==> config.mk <==
export PLATFORM = sky130hd
export DESIGN_NAME = uart_mmio
export DESIGN_NICKNAME = d
export VERILOG_FILES = /design/src/rtl/uart_mmio.sv
export SDC_FILE = /design/constraint.sdc
export NUM_CORES = 1
export LEC_CHECK = 0
export CAP_MARGIN = 5
export CORE_ASPECT_RATIO = 0.75
export CORE_MARGIN = 4
export CORE_UTILIZATION = 55
export CTS_BUF_LIST = sky130_fd_sc_hd__clkbuf_8
export DETAILED_ROUTE_END_ITERATION = 6
export DONT_BUFFER_PORTS = 1
export MAX_ROUTING_LAYER = met4
export PLACE_DENSITY = 0.7
export SLEW_MARGIN = 25
export SYNTH_ARGS = -nofsm -noshare
export SYNTH_HDL_FRONTEND = slang
export SYNTH_SLANG_ARGS = --single-unit
==> constraint.sdc <==
create_clock -name clk -period 3 [get_ports clk]
set_clock_uncertainty 0.1 [all_clocks]
set_input_delay 0.3 -clock clk [delete_from_list [all_inputs] [get_ports clk]]
set_output_delay 0.3 -clock clk [all_outputs]
set_load 0.02 [all_outputs]
==> src/rtl/uart_mmio.sv <==
module uart_mmio #(
  parameter int CLKS_PER_BIT = 868,
  parameter int FIFO_DEPTH   = 4
) (
  input  logic        clk,
  input  logic        rst,
  input  logic        req_valid,
  output logic        req_ready,
  input  logic [31:0] req_addr,
  input  logic        req_we,
  input  logic [1:0]  req_size,
  input  logic [31:0] req_wdata,
  input  logic [3:0]  req_wstrb,
  output logic        rsp_valid,
  input  logic        rsp_ready,
  output logic [31:0] rsp_rdata,
  output logic        rsp_err,
  output logic        tx,
  input  logic        rx
);
  localparam int CW   = $clog2(CLKS_PER_BIT) + 1;
  localparam int AW   = $clog2(FIFO_DEPTH);
  localparam int HALF = CLKS_PER_BIT / 2;

  typedef enum logic [1:0] {RX_IDLE, RX_START, RX_DATA, RX_STOP} rx_st_t;

  logic [11:0] off;
  logic        sel_tx, sel_rx, sel_st, acc, pop, push, load;
  logic        tx_busy, rx_valid, full;
  logic [31:0] rd_mux;
  logic        unused_ok;

  assign off       = req_addr[11:0];
  assign sel_tx    = off == 12'h000;
  assign sel_rx    = off == 12'h004;
  assign sel_st    = off == 12'h008;
  assign req_ready = !rsp_valid;
  assign acc       = req_valid && req_ready;
  assign unused_ok = ^{req_addr[31:12], req_size, req_wdata[31:8], req_wstrb};

  logic [7:0]  fifo_mem [FIFO_DEPTH];
  logic [AW-1:0] wr_ptr, rd_ptr;
  logic [AW:0]   rx_count;

  assign rx_valid = rx_count != '0;
  assign full     = rx_count == (AW+1)'(FIFO_DEPTH);
  assign pop      = acc && !req_we && sel_rx && rx_valid;

  always_comb begin
    rd_mux = '0;
    if (!req_we && sel_rx && rx_valid) rd_mux = {24'b0, fifo_mem[rd_ptr]};
    else if (!req_we && sel_st)        rd_mux = {30'b0, rx_valid, tx_busy};
  end

  always_ff @(posedge clk) begin
    if (rst) begin
      rsp_valid <= 1'b0;
      rsp_rdata <= '0;
      rsp_err   <= 1'b0;
    end else if (acc) begin
      rsp_valid <= 1'b1;
      rsp_rdata <= rd_mux;
      rsp_err   <= !(sel_tx || sel_rx || sel_st);
    end else if (rsp_ready) begin
      rsp_valid <= 1'b0;
    end
  end

  logic [9:0]    tx_sh;
  logic [3:0]    tx_left;
  logic [CW-1:0] tx_cnt;

  assign tx      = tx_sh[0];
  assign tx_busy = tx_left != 4'd0;
  assign load    = acc && req_we && sel_tx && !tx_busy;

  always_ff @(posedge clk) begin
    if (rst) begin
      tx_sh   <= '1;
      tx_left <= '0;
      tx_cnt  <= '0;
    end else if (load) begin
      tx_sh   <= {1'b1, req_wdata[7:0], 1'b0};
      tx_left <= 4'd10;
      tx_cnt  <= '0;
    end else if (tx_busy) begin
      if (tx_cnt == CW'(CLKS_PER_BIT - 1)) begin
        tx_cnt  <= '0;
        tx_sh   <= {1'b1, tx_sh[9:1]};
        tx_left <= tx_left - 4'd1;
      end else begin
        tx_cnt <= tx_cnt + 1'b1;
      end
    end
  end

  logic [2:0]    rx_q;
  rx_st_t        rx_st;
  logic [CW-1:0] rx_cnt;
  logic [2:0]    rx_nbit;
  logic [7:0]    rx_sh;
  logic          rx_s, rx_last;

  assign rx_s    = rx_q[1];
  assign rx_last = rx_cnt == CW'(CLKS_PER_BIT - 1);
  assign push    = (rx_st == RX_STOP) && rx_last && rx_s && !full;

  always_ff @(posedge clk) begin
    if (rst) begin
      rx_q    <= 3'b111;
      rx_st   <= RX_IDLE;
      rx_cnt  <= '0;
      rx_nbit <= '0;
      rx_sh   <= '0;
    end else begin
      rx_q <= {rx_q[1:0], rx};
      case (rx_st)
        RX_IDLE: if (rx_q[2] && !rx_s) begin
          rx_st  <= RX_START;
          rx_cnt <= '0;
        end
        RX_START: if (rx_cnt == CW'(HALF - 1)) begin
          rx_cnt  <= '0;
          rx_nbit <= '0;
          rx_st   <= rx_s ? RX_IDLE : RX_DATA;
        end else rx_cnt <= rx_cnt + 1'b1;
        RX_DATA: if (rx_last) begin
          rx_cnt <= '0;
          rx_sh  <= {rx_s, rx_sh[7:1]};
          if (rx_nbit == 3'd7) rx_st <= RX_STOP;
          else rx_nbit <= rx_nbit + 3'd1;
        end else rx_cnt <= rx_cnt + 1'b1;
        default: if (rx_last) begin
          rx_cnt <= '0;
          rx_st  <= RX_IDLE;
        end else rx_cnt <= rx_cnt + 1'b1;
      endcase
    end
  end

  always_ff @(posedge clk) begin
    if (rst) begin
      wr_ptr   <= '0;
      rd_ptr   <= '0;
      rx_count <= '0;
    end else begin
      if (push) begin
        fifo_mem[wr_ptr] <= rx_sh;
        wr_ptr <= wr_ptr + 1'b1;
      end
      if (pop) rd_ptr <= rd_ptr + 1'b1;
      case ({push, pop})
        2'b10:   rx_count <= rx_count + 1'b1;
        2'b01:   rx_count <= rx_count - 1'b1;
        default: rx_count <= rx_count;
      endcase
    end
  end
endmodule

# [Yosys cells after proc, flatten, opt, wreduce, memory -nomap -nowiden]
# Memories as Yosys holds them, arrays and structs flattened. A register that Yosys moved wholly into a read port is not among the register bits.
# Index checks and enable logic that the tools add are counted.
[totals] reg_bits=92 latchBits=0 mem_bits_rw=32 rom_bits=0 inputBits=76 out_inout_bits=36 word_cells=111 mem_count=1
[mem_list] memory="fifo_mem" words=4 word_bits=8 read_ports=1 rd_clocked_by_memory_dff=1 wr=1 line_no="41" text="logic [7:0] fifo_mem [FIFO_DEPTH];"
[op_classes] n_addsub=8 multipliers=0 n_div=0 n_lt_le_gt_ge=0 eq_ne=17 n_shift=0 n_mux=32 bitwise=0 reduce_logical=38
[op_table] op="$mux W11" n=4
[op_table] op="$mux W9" n=3
[op_table] op="$add A11 B1 Y11 const B" n=2
[op_table] op="$eq A11 B10 Y1 const B" n=2
[op_table] op="$pmux W11 S2" n=1
[op_table] op="$mux W2" n=9
[op_table] op="$logic_and A1 B1 Y1" n=14
[op_table] op="$eq A12 B3 Y1 const B" n=1
[op_table] op="$eq A12 B4 Y1 const B" n=1
[op_table] op="$logic_not A12 Y1" n=1
[op_table] op="$mux W4" n=3
[op_table] op="$pmux W3 S2" n=2
[op_table] op="$eq A11 B9 Y1 const B" n=1
[op_table] op="$ne A2 B2 Y1 const B" n=5
[op_table] op="$reduce_bool A2 Y1" n=5
[op_table] op="$mux W3" n=3
[op_table] op="$mux W8" n=1
[op_table] op="$add A3 B1 Y3 const B" n=2
[op_table] op="$eq A2 B2 Y1 const B" n=3
[op_table] op="$eq A3 B3 Y1 const B" n=2
[op_table] op="$logic_not A1 Y1" n=6
[op_table] op="$pmux W2 S3" n=1
[op_table] op="$reduce_and A2 Y1" n=3
[op_table] op="$reduce_bool A3 Y1" n=2
[op_table] op="other kinds (11)" n=18

# [Longest topological paths before layout]
[logic_depth] depth_word=7 ltp_mapped=10 ltp_nobuf=10

# [Worst setup path before layout]
# Ideal clock, no wire load.
[synth_path] path_type="register -> register" startpoint="register rx_cnt[6]" endpoint="register rx_count[2]" setup_ps=70 arrival_time_ps=2257 t_required_ps=2830 slack_ps=572 stages_incl_launch_ff=10 period_less_slack_ps=2428 path_cell_list="dfxtp_1 > or4bb_1 > or3_1 > nand2b_1 > ha_1 > inv_1 > fa_1 > xor2_1 > or3_1 > a21oi_1"
[synth_between] elab_chain_len=6
[synth_lines] element="start: declaration" line_no="99" text="logic [CW-1:0] rx_cnt;"
[synth_lines] element="start signal: assignment" line_no="126" text="end else rx_cnt <= rx_cnt + 1'b1;"
[synth_lines] element="start signal: assignment" line_no="132" text="end else rx_cnt <= rx_cnt + 1'b1;"
[synth_lines] element="start signal: assignment" line_no="136" text="end else rx_cnt <= rx_cnt + 1'b1;"
[synth_lines] element="$eq A11 B10 Y1 (*)" line_no="105" text="assign rx_last = rx_cnt == CW'(CLKS_PER_BIT - 1);"
[synth_lines] element="$logic_and A1 B1 Y1 (*) (3 in series)" line_no="106" text="assign push = (rx_st == RX_STOP) && rx_last && rx_s && !full;"
[synth_lines] element="$eq A2 B1 Y1 / $eq A2 B2 Y1 (equally long branches)" line_no="152" text="case ({push, pop})"
[synth_lines] element="$pmux W3 S2 / $reduce_bool A2 Y1 (equally long branches)"
[synth_lines] element="end signal: assignment" line_no="153" text="2'b10: rx_count <= rx_count + 1'b1;"
[synth_lines] element="end signal: assignment" line_no="154" text="2'b01: rx_count <= rx_count - 1'b1;"
[synth_lines] element="end signal: assignment" line_no="155" text="default: rx_count <= rx_count;"
[synth_lines] element="end: declaration" line_no="43" text="logic [AW:0] rx_count;"
# Mark *: on every way between the ends. The rest lies on a longest branch, timed or not.
# A chain may end at the register's enable or synchronous reset.

# [Worst setup path in the final report]
# Same ends and word-level chain as after synthesis.

==> flow_summary_export.csv <==
group,metric,value,unit
layout,fin_area,0.00503,mm²
timing,fmax,376,MHz
floorplanning,core,0.00842,mm²
synth,netlist_top_cells_area,"dfxtp_1 30%, edfxtp_1 20%, buf_4 3.8%",
global_route,grt_max_degree,43,
floorplanning,dieArea,0.0102,mm²
layout,insertedDiodeCount,0,
clock_network,cts_sinks,102,
layout,fillers,712,
clock_network,ctsResizeCount,0,
synth,synthDistinctLibCells,64,
synth,ys_seq_area_share,49.8,%
routing,drt_wl_total,8.85,mm
timing,rsz0062_at_grt,"no",
setup_path,crit_fanout,7,
clock_network,clockBufferDepth,2,
clock_network,htree_levels,3,
timing,tightest_slew,0.844,ns
routing,vias,3244,
clock_network,numCtsBuffers,9,
place,dp_hpwl,6.18,mm
floorplanning,die_w,115,µm
synth,yosysWarnings,0,
synth,netlist_instances,448,
setup_path,crit_chain,"or4bb_1 > or3_1 > nand2b_1 > ha_1 > inv_1 > fa_1 > xor2_1 > or3_1 > a21oi_1",
timing,holdWs,0.0119,ns
setup_path,cp_common_cell,"or3_1",
pwr,ir_drop,233,µV
routing,dr.pass1.iters,5,
clock_network,cts_tree,"done",
timing,hold_violations,0,
setup_path,reg2reg_slack,0.34,ns
setup_path,crit_path_start_kind,"flop",
worst_hold_path,hp-class,"input port to flop",
place,place_area,0.00472,mm²
routing,vias_per_cell,5.72,
run,maxCapViolations,0,
synth,yosysTopAreaCell,"dfxtp_1",
global_route,grt_pass1_wl,14.4,mm
setup_path,crit-reg2reg-capture,"rx_count[2]",
setup_path,path_class,"flop to flop",
global_route,antenna_found_initial,0,
synth,ys_ff_latch,102,
synth,synth_edf_count,32,
synth,syn_area,0.00475,mm²
clock_network,path_clk_slew,0.10,ns
routing,antenna_left,0,
global_route,overflow,0,
timing,setup_viol,0,
timing,finalCritPeriodShare,88.6,%
setup_path,cpMaxStageDelayCell,"or4bb_1",
synth,avgSynthCellArea,10.6,µm²
timing,setup_tns,0,ns
layout,drive_gt1_share,9.15,%
timing,slew_headroom,43.6,%
setup_path,arrival,2.86,ns
status,status,"finished clean",
setup_path,endpoint_kind,"flop",
pwr,p_leak,1.71,nW
layout,area_growth,5.91,%
layout,fin_nets,543,
layout,multiInputGateArea,0.00214,mm²
clock_network,clock_latency,0.37,ns
synth,synth.top_cell.area_share,29.5,%
floorplanning,die_y,88.4,µm
setup_path,r2r_start,"rx_cnt[6]",
timing,finalMaxSlewViolations,0,
clock_network,clockRootBuffer,"clkbuf_8",
setup_path,reg2reg_depth,9,
timing,setup_slack,0.341,ns
place,place_congestion,0.853,
floorplanning,io_pins,112,
clock_network,post_cts_buffers,0,
routing,initialDrtViolationCount,252,
floorplanning,start_util,56.4,%
routing,drc,0,
setup_path,startpoint,"rx_cnt[6]",
setup_path,endpoint,"rx_count[2]",
global_route,grt_pass1_vias,3030,
place,port-buffer-count,0,
setup_path,max_stage_delay,0.53,ns
floorplanning,num_rows,29,
timing,fin_crit,2.66,ns
global_route,grt_usage,18.6,%
pwr,pwr_density_cell,477,mW/mm²
synth,synth-async-reset-ratio,0,%
layout,final_util,59.7,%
synth,synth-main-ff-cell,"dfxtp_1",
place,dp_worst_setup_slack,0.376,ns
layout,layout.area.seq,0.00236,mm²
setup_path,cp.required,3.20,ns
routing,routedWlPerCell,15.6,µm
worst_hold_path,hp-start,"rst",
-- state kept, by name (all words and copies together), names as in the netlist, 3 cells and up, named ones only --
signal     flops
fifo_mem      32
rx_cnt        11
tx_cnt        11
tx_sh          9
rsp_rdata      8
rx_sh          8
tx_left        4
rx_count       3
rx_nbit        3
rx_q           3
-- repair_timing --
action,in CTS,in global routing
hold buffers,8,2
hold endpoints to repair,45,1
setup endpoints to repair,0,0
-- critical path: cells and delay by family (launching register included) --
family | cells | cell delay [ns]
buf+inv | 1 | 0.07
compound gates | 1 | 0.14
flops | 1 | 0.47
fa+ha+maj | 2 | 0.39
xor+xnor | 1 | 0.08
simple gates | 4 | 1.34
-- cell usage in the layout (no fill, tap or decap), types with 9 or more instances in the layout --
cell type,synthesis,routed
nor2_1,35,35
nand2_1,20,20
mux2i_1,10,10
conb_1,1,24
o21ai_0,12,12
ha_1,12,12
dlygate4sd3_1,0,9
nand4_1,9,9
clkbuf_8,2,9
edfxtp_1,32,32
a21oi_1,35,35
dfxtp_1,70,70
inv_1,15,16
nand3_1,20,20
-- report_power, final --
part | total (mW) | internal (mW) | switching [mW]
Clock | 0.875 | 0.395 | 0.480
Sequential | 1.43 | 1.42 | 0.00956
Combinational | 0.0954 | 0.0281 | 0.0673
-- cells by family (layout without fill, tap and decap cells) --
| family | after synthesis | after routing | share of synthesized area [%] |
|---|---|---|---|
| and+or+nand+nor | 154 | 154 | 18.4 |
| DFF | 102 | 102 | 49.8 |
| AOI/OAI and AO/OA | 88 | 88 | 12.2 |
| buffers and inverters | 56 | 44 | 7.09 |
| muxes | 19 | 19 | 6.14 |
| xor gates and xnor gates | 15 | 15 | 2.77 |
| adders and majority gates | 13 | 13 | 3.59 |
| other | 1 | 24 | 0.0790 |
-- how the worst min path moves through the flow --
stage	to	slack, ns	depth (start not counted)
6_report	tx_sh[5]	0.01	2
5_1_grt	rsp_valid	0.0008	2
4_1_cts	tx_sh[5]	0.0002	2
3_5_place_dp	rx_cnt[2]	0.28	1
3_3_place_gp	rx_cnt[1]	0.27	1
2_1_floorplan	rx_q[1]	0.29	1
-- metal layers --
metal,track usage [%],part of all wire [%]
met5,-,0
met4,5.44,0.93
met3,4.58,5.0
met2,29.3,49
met1,24.0,45
-- cell usage after synthesis, drive strengths merged (7+ instances only) --
library cell	n
dfxtp	70
a21oi	35
nor2	35
buf	32
edfxtp	32
nand2	20
nand3	20
inv	15
ha	12
o21ai	12
mux2i	10
or3	10
clkbuf	9
nand4	9
mux4	8
nor2b	8
xnor2	8
and2	7
o31ai	7
xor2	7
-- stage by stage --
step                cells  total power [mW]
floorplan             471              1.56
global placement      541              1.53
detailed placement    541              1.53
CTS                   565              2.42
global route          567              2.50
finish                567              2.40
-- layout make-up --
cell class	count	share of cell area (%)
Sequential cell	102	47.0
Multi-Input combinational cell	313	42.6
Tap cell	108	2.69
Timing Repair Buffer	13	2.64
Clock buffer	9	2.46
Clock inverter	7	1.52
Inverter	15	1.12
(Power assumes the default switching activity.)
